<file path="src/rtl/qbp_pkg.sv">
// Shared types for the quasi-bidirectional port drive control.
// Assumes: nothing beyond a single clock domain for all users.
package qbp_pkg;

    // Action applied to the strong pull-up register in one cycle.
    typedef enum logic [1:0] {
        SP_HOLD   = 2'd0,
        SP_ARM    = 2'd1,
        SP_DISARM = 2'd2
    } sp_evt_e;

    // Default port width and synchronizer depth.
    localparam int unsigned DEF_PORT_W = 8;
    localparam int unsigned DEF_SYNC   = 2;

endpackage

</file>
<file path="src/rtl/qbp_out_latch.sv">
// Output latch and strong pull-up arming register.
// What it does: loads the written byte on the write strobe and arms the
// strong pull-up for the bits written as 1. It disarms them on the
// serial-clock falling-edge strobe. A write in the same cycle wins.
// Assumes: strobes last one cycle and belong to the clk domain.
module qbp_out_latch
    import qbp_pkg::*;
#(
    parameter int unsigned PORT_W = DEF_PORT_W
) (
    input  logic              clk,
    input  logic              rst_n,
    input  logic              wr_stb,
    input  logic [PORT_W-1:0] wr_byte,
    input  logic              scl_fall,
    output logic [PORT_W-1:0] latch_q,
    output logic [PORT_W-1:0] boost_q
);

    sp_evt_e evt;

    // Pick the strong pull-up action; a write has priority over disarm.
    always_comb begin
        if (wr_stb)        evt = SP_ARM;
        else if (scl_fall) evt = SP_DISARM;
        else               evt = SP_HOLD;
    end

    // Output latch: all ones at reset, loaded only by a write.
    always_ff @(posedge clk) begin
        if (!rst_n)      latch_q <= '1;
        else if (wr_stb) latch_q <= wr_byte;
    end

    // Strong pull-up register: arm on written ones, clear on disarm.
    always_ff @(posedge clk) begin
        if (!rst_n) begin
            boost_q <= '0;
        end else begin
            case (evt)
                SP_ARM:    boost_q <= wr_byte;
                SP_DISARM: boost_q <= '0;
                default:   boost_q <= boost_q;
            endcase
        end
    end

endmodule

</file>
<file path="src/rtl/qbp_in_capture.sv">
// Pin synchronizer and input latch.
// What it does: passes the asynchronous pin levels through SYNC_STAGES
// flops, then captures the last stage into the input latch on the read
// strobe.
// Assumes: SYNC_STAGES >= 1. The pins idle high, so the flops reset to ones.
module qbp_in_capture
    import qbp_pkg::*;
#(
    parameter int unsigned PORT_W      = DEF_PORT_W,
    parameter int unsigned SYNC_STAGES = DEF_SYNC
) (
    input  logic              clk,
    input  logic              rst_n,
    input  logic              rd_stb,
    input  logic [PORT_W-1:0] pin_lvl,
    output logic [PORT_W-1:0] cap_q
);

    localparam int unsigned LAST = SYNC_STAGES - 1;

    logic [PORT_W-1:0] stage [SYNC_STAGES];

    // First synchronizer stage samples the raw pins.
    always_ff @(posedge clk) begin
        if (!rst_n) stage[0] <= '1;
        else        stage[0] <= pin_lvl;
    end

    // Remaining synchronizer stages, one flop row each.
    for (genvar k = 1; k < SYNC_STAGES; k++) begin : g_sync
        always_ff @(posedge clk) begin
            if (!rst_n) stage[k] <= '1;
            else        stage[k] <= stage[k-1];
        end
    end

    // Input latch: captures the synchronized levels on a read strobe.
    always_ff @(posedge clk) begin
        if (!rst_n)      cap_q <= '1;
        else if (rd_stb) cap_q <= stage[LAST];
    end

endmodule

</file>
<file path="src/rtl/qbp_pad_ctrl.sv">
// Per-bit pad enable decode.
// What it does: turns each latch bit and its boost bit into three pad
// enables. A 0 pulls hard low. A 1 keeps the weak pull-up, plus the
// strong pull-up while boost is set.
// Assumes: purely combinational; the inputs are registered upstream.
module qbp_pad_ctrl
    import qbp_pkg::*;
#(
    parameter int unsigned PORT_W = DEF_PORT_W
) (
    input  logic [PORT_W-1:0] latch_q,
    input  logic [PORT_W-1:0] boost_q,
    output logic [PORT_W-1:0] drive_low_en,
    output logic [PORT_W-1:0] weak_pu_en,
    output logic [PORT_W-1:0] strong_pu_en
);

    for (genvar i = 0; i < PORT_W; i++) begin : g_bit
        // Decode one pin: the pull-down and the pull-ups stay exclusive.
        always_comb begin
            drive_low_en[i] = ~latch_q[i];
            weak_pu_en[i]   =  latch_q[i];
            strong_pu_en[i] =  latch_q[i] & boost_q[i];
        end
    end

endmodule

</file>
<file path="src/rtl/qbp_port_drive.sv">
// Top of the quasi-bidirectional port drive control.
// What it does: ties the output latch, the input capture and the pad
// decode together. There is no direction register: a pin is an input
// while its latch bit is 1.
// Assumes: all strobes are single-cycle pulses in the clk domain.
module qbp_port_drive
    import qbp_pkg::*;
#(
    parameter int unsigned PORT_W      = DEF_PORT_W,
    parameter int unsigned SYNC_STAGES = DEF_SYNC
) (
    input  logic              clk,
    input  logic              rst_n,
    input  logic              wr_stb,
    input  logic [PORT_W-1:0] wr_byte,
    input  logic              scl_fall,
    input  logic              rd_stb,
    input  logic [PORT_W-1:0] pin_lvl,
    output logic [PORT_W-1:0] port_q,
    output logic [PORT_W-1:0] drive_low_en,
    output logic [PORT_W-1:0] weak_pu_en,
    output logic [PORT_W-1:0] strong_pu_en,
    output logic [PORT_W-1:0] in_q
);

    logic [PORT_W-1:0] boost_q;

    qbp_out_latch #(.PORT_W(PORT_W)) u_out (
        .clk      (clk),
        .rst_n    (rst_n),
        .wr_stb   (wr_stb),
        .wr_byte  (wr_byte),
        .scl_fall (scl_fall),
        .latch_q  (port_q),
        .boost_q  (boost_q)
    );

    qbp_in_capture #(.PORT_W(PORT_W), .SYNC_STAGES(SYNC_STAGES)) u_in (
        .clk     (clk),
        .rst_n   (rst_n),
        .rd_stb  (rd_stb),
        .pin_lvl (pin_lvl),
        .cap_q   (in_q)
    );

    qbp_pad_ctrl #(.PORT_W(PORT_W)) u_pad (
        .latch_q      (port_q),
        .boost_q      (boost_q),
        .drive_low_en (drive_low_en),
        .weak_pu_en   (weak_pu_en),
        .strong_pu_en (strong_pu_en)
    );

endmodule

</file>
<file path="config.mk">
export PLATFORM = sky130hd
export DESIGN_NAME = qbp_port_drive
export DESIGN_NICKNAME = d
export VERILOG_FILES = /design/src/rtl/qbp_pkg.sv /design/src/rtl/qbp_out_latch.sv /design/src/rtl/qbp_in_capture.sv /design/src/rtl/qbp_pad_ctrl.sv /design/src/rtl/qbp_port_drive.sv
export SDC_FILE = /design/constraint.sdc
export NUM_CORES = 1
export LEC_CHECK = 0
export ABC_AREA = 0
export BUFFER_PORTS_ARGS = -buffer_cell sky130_fd_sc_hd__buf_2
export CORE_MARGIN = 4
export CORE_UTILIZATION = 45
export DETAILED_ROUTE_END_ITERATION = 8
export PLACE_DENSITY_LB_ADDON = 0.3
export REMOVE_ABC_BUFFERS = 1
export SLEW_MARGIN = 0
export SYNTH_ARGS = -nofsm -noshare
export SYNTH_HDL_FRONTEND = slang
export SYNTH_HIERARCHICAL = 1
export SYNTH_SLANG_ARGS = --single-unit
</file>
<file path="constraint.sdc">
create_clock -name clk -period 0.95 [get_ports clk]
set_input_delay 0.19 -clock clk [delete_from_list [all_inputs] [get_ports clk]]
set_output_delay 0.19 -clock clk [all_outputs]
set_load 0.005 [all_outputs]
</file>
# == Word level (Yosys, flattened, before mapping) ==
# Memory sizes are Yosys's and may differ from the RTL's. A register that Yosys moved wholly into a read port is not among the register bits.
# Cells that the tools add are included.
# totals
ff_bits,16
ram_bits,16
input_bits,21
output_inout_bits,40
word_cells,32
mem_count,1
# classes
n_eq_ne,2
n_mux,7
n_bitwise,18
reduce_logical,2
# mem_list
memory,depth,word_bits,rd,rd_clocked_by_memory_dff,write_ports,line_no,text
u_in.stage,2,8,2,1,2,qbp_in_capture.sv:21,logic [PORT_W-1:0] stage [SYNC_STAGES];
# op_table
cell,n
two-way mux 8 bit,2
case mux 8 bit (2 select lines),1
AND 1 bit,8
NOT 1 bit,8
two-way mux 2 bit,2
"== test 2 x 1 -> 1 bit, second input constant",1
"== test 2 bit, second input constant",1
two-way mux 1 bit,2
OR 1 bit,2
nonzero test 2 bit,1
zero test 1 bit,1

# == Depth between registers and ports, before layout ==
# logic_depth
depth_word,4
ltp_mapped,4
ltp_nobuf,2

# == Modules after synthesis ==
# The synthesis kept the hierarchy.
# modules_own_cells
module,instances,cells_each,area_per_inst_um2,seq_area_each_um2
qbp_in_capture,1,59,713.2,480.5
qbp_out_latch,1,62,611.8,320.3
qbp_pad_ctrl,1,24,140.1,0.0

# == Worst setup path before layout ==
# OpenSTA, ideal clock, no wires.
# synth_path
path_kind,in2reg
start,input port wr_stb
end,register u_out.latch_q[0]
setup_time_ps,130
t_arrival_ps,732
t_required_ps,820
slack_ps,89
cell_stages,4
path_buffers,2
path_cell_list,buf_6 -> buf_2 -> mux2i_1 -> nand2_1
# synth_rtl
item,line_no,text
"start, declared",qbp_port_drive.sv:14,"input logic wr_stb,"
"end signal, assigned",qbp_out_latch.sv:32,else if (wr_stb) latch_q <= wr_byte;
"end, declared",qbp_out_latch.sv:16,"output logic [PORT_W-1:0] latch_q,"

# == Worst setup path after layout ==
# layout_path
start,register u_out.latch_q[2]
end,output port strong_pu_en[2]
# layout_between
elab_chain_len,1
# layout_lines
item,line_no,text
AND 1 bit,qbp_pad_ctrl.sv:23,strong_pu_en[i] = latch_q[i] & boost_q[i];
"end, declared",qbp_port_drive.sv:22,"output logic [PORT_W-1:0] strong_pu_en,"
# Every way passes these cells.

==> results_dict.tcl <==
set metrics [dict create \
    design.die.area_sq_um 4233 \
    dpl.hpwl_microns 1928 \
    rsz0062_at_grt "true" \
    dieWidth_microns 65.06 \
    ant_nets 0 \
    met3_usage_pct 4.853 \
    drive_gt1_share_pct 54.33 \
    synth_top_cell_by_area "dfxtp_1" \
    p_leak_nw 0.9876 \
    comb_power_share_pct 10.5 \
    stdcell_area_sq_um 2052 \
    die_y_microns 65.06 \
    r2r_cells 3 \
    clock-root-buffer "clkbuf_4" \
    antenna_found_initial 0 \
    cp.depth 2 \
    cap_violations 0 \
    cp_max_fo 5 \
    syn_area_sq_um 1465 \
    io_buffers 60 \
    ys_top_cells_by_area "dfxtp_1 55%, mux2i_1 11%, nand2b_1 6.4%" \
    finalMaxSlewViolations 0 \
    detailedPlace.worstSlack_ns -0.01318 \
    vias 1116 \
    start_util_pct 47.60 \
    min_path_type "primary input to flip-flop" \
    power.share.switching_pct 19.40 \
    htree_levels 2 \
    crit_family "flip-flops" \
    start_kind "flip-flop" \
    yosysUniqueCellTypes 14 \
    path_cells "and2_4 > buf_6" \
    clkPwrFrac_pct 42.3 \
    synth_seq_cells 40 \
    arrival_ns 0.95 \
    synth_flop_cell "dfxtp_1" \
    final_nets 228 \
    rows 20 \
    drt-vias-per-instance 4.429 \
    post_drt_wl_per_cell_microns 11.13 \
    numCtsBuffers 5 \
    setup_tns_ns -4.208 \
    gp_congestion 0.6674 \
    routed_wl_microns 2806 \
    fmax_mhz 873.9 \
    grt_max_degree 33 \
    skew_ns 0.002491 \
    period_share_pct 120.4 \
    synth.avg_cell_area_sq_um 10.10 \
    cp-end-kind "primary output" \
    path_buf_inv 1 \
    finalHoldViolCount 0 \
    critPathMaxStageDelay_ns 0.37 \
    tightest_slew_ns 0.4416 \
    critPathKind "flip-flop to primary output" \
    p_int_mw 3.070 \
    slowest_stage "dfxtp_4" \
    clockBufferDepth 2 \
    place_area_sq_um 1762 \
    status "finished with violations" \
    tritoncts "built" \
    ir_worst_vdd_v 0.001263 \
    synth_most_common_cell "dfxtp_1" \
    grt.busiest_layer "met2" \
    setup_violations 40 \
    yosysWarnings 6 \
    instances_no_fill 252 \
    dr.pass1.iters 4 \
    insertion_delay_ns 0.34 \
    async_flop_share_pct 0 \
    ys_seq_area_share_pct 54.65 \
    power.density_nw_per_um2 1856 \
    grt_util_met2_pct 25.54 \
    path_clk_slew_ns 0.11 \
    p_seq_share_pct 47.2 \
    violations "setup timing" \
    num_io_pins 61 \
    grt_pass1_vias 1121 \
    whs_path_depth 2 \
    track_usage_pct 14.69 \
    synth_edf_count 0 \
    yosys-top-cells-count "40 x dfxtp_1, 24 x nand2_1, 16 x mux2i_1, 15 x nand2b_1" \
    drt_iter0_markers 29 \
    diodes 0 \
    synth_cells 145 \
    syn_to_final_growth_pct 40.05 \
    dp_cells 239 \
    core_sq_um 3078 \
    numClockSinks 40 \
    required_ns 0.76 \
    cts_hold_buf 0 \
    max_slew_margin_pct 70.56 \
    grt-ovfl-total 0 \
    yosys.area.top_type_share_pct 54.65 \
    fin_crit_ns 1.144 \
    p_sw_mw 0.7388 \
    holdWs_ns 0.02443 \
    grt_pass1_wl_microns 4747 \
    setup_slack_ns -0.1943 \
    use_met1_pct 15.68 \
    route.detailed.drc 0 \
]
## cell usage in the layout (no fill, tap or decap)
| cell type | count |
|---|---|
| or2_1 | 1 |
| dfxtp_4 | 4 |
| nand3_1 | 8 |
| o21ai_2 | 8 |
| buf_2 | 49 |
| buf_6 | 14 |
| bufinv_16 | 3 |
| or2b_1 | 1 |
| mux2i_1 | 16 |
| nand2b_1 | 15 |
| and2_1 | 4 |
| dfxtp_1 | 20 |
| inv_1 | 6 |
| buf_4 | 7 |
| and2_4 | 4 |
| nand2_1 | 24 |
| clkbuf_4 | 5 |
| dfxtp_2 | 16 |
| inv_2 | 2 |
| buf_12 | 1 |
## power by group through the flow
stage               clock network (mW)  logic (mW)  registers [mW]
global placement                     0       0.332            1.83
finish                            1.61       0.400            1.80
CTS                               1.65       0.376            1.80
floorplan                            0       0.123            1.83
global route                      1.73       0.442            1.81
detailed placement                   0       0.337            1.83
## cell families after synthesis
family / Yosys count / share of synthesized area [%]
flip-flops: 40 / 54.65
AO/OA/AOI/OAI: 8 / 4.782
multiplexers: 16 / 10.93
AND/OR/NAND/NOR: 57 / 19.64
buffers and inverters: 24 / 9.991
## per-layer routing
layer	vias to the layer above	part of all wire, %
met2	43	49
met5	-	0
li1	574	-
met3	4	8.7
met1	495	41
met4	0	1.4
## metrics by stage
step / power [mW] / util (%)
after floorplan: 1.955 / -
after global placement: 2.160 / 57.24
after detailed placement: 2.167 / 57.24
after CTS: 3.823 / 64.59
after global routing: 3.983 / 66.67
final: 3.808 / 66.67
## sequential cells by signal, summed over array words and instances (netlist names)
register and cells:
u_in/stage 16, u_in/cap_q 8, u_out/boost_q 8, u_out/latch_q 8
## worst register-to-register path, stage by stage, from the launching register on
cell and delay (ns):
dfxtp_2 0.33, buf_4 0.12, mux2i_1 0.12, nand2_1 0.07
## layout make-up
| type | count | area (sq um) |
|---|---|---|
| multi-input cells | 81 | 528.0 |
| fillers | 263 | 1026 |
| inverters | 8 | 30.03 |
| well taps | 44 | 55.05 |
| repair buffers | 71 | 475.5 |
| clock inverters | 3 | 90.09 |
| clock buffers | 5 | 37.54 |
| flip-flops and latches | 40 | 835.8 |
## final timing paths
path	from	to	slack, ns
setup / recovery	u_out/latch_q[2]$_SDFFE_PN1P_	strong_pu_en[2]	-0.19
setup reg to reg	u_in/cap_q[6]$_SDFFE_PN1P_	u_in/cap_q[6]$_SDFFE_PN1P_	0.22
hold reg to reg	u_in/stage[0][4]$_SDFF_PN1_	u_in/stage[1][4]$_SDFF_PN1_	0.42
hold / removal	pin_lvl[3]	u_in/stage[0][3]$_SDFF_PN1_	0.02
## timing repair
item / CTS / global route
endpoints found under the setup margin: 40 / 40
gates resized for setup: 26 / 18
buffers inserted: 4 / 1
pin swaps: 1 / 0
hold endpoints to repair: 0 / 0
Power figures use the tool's default switching activity.
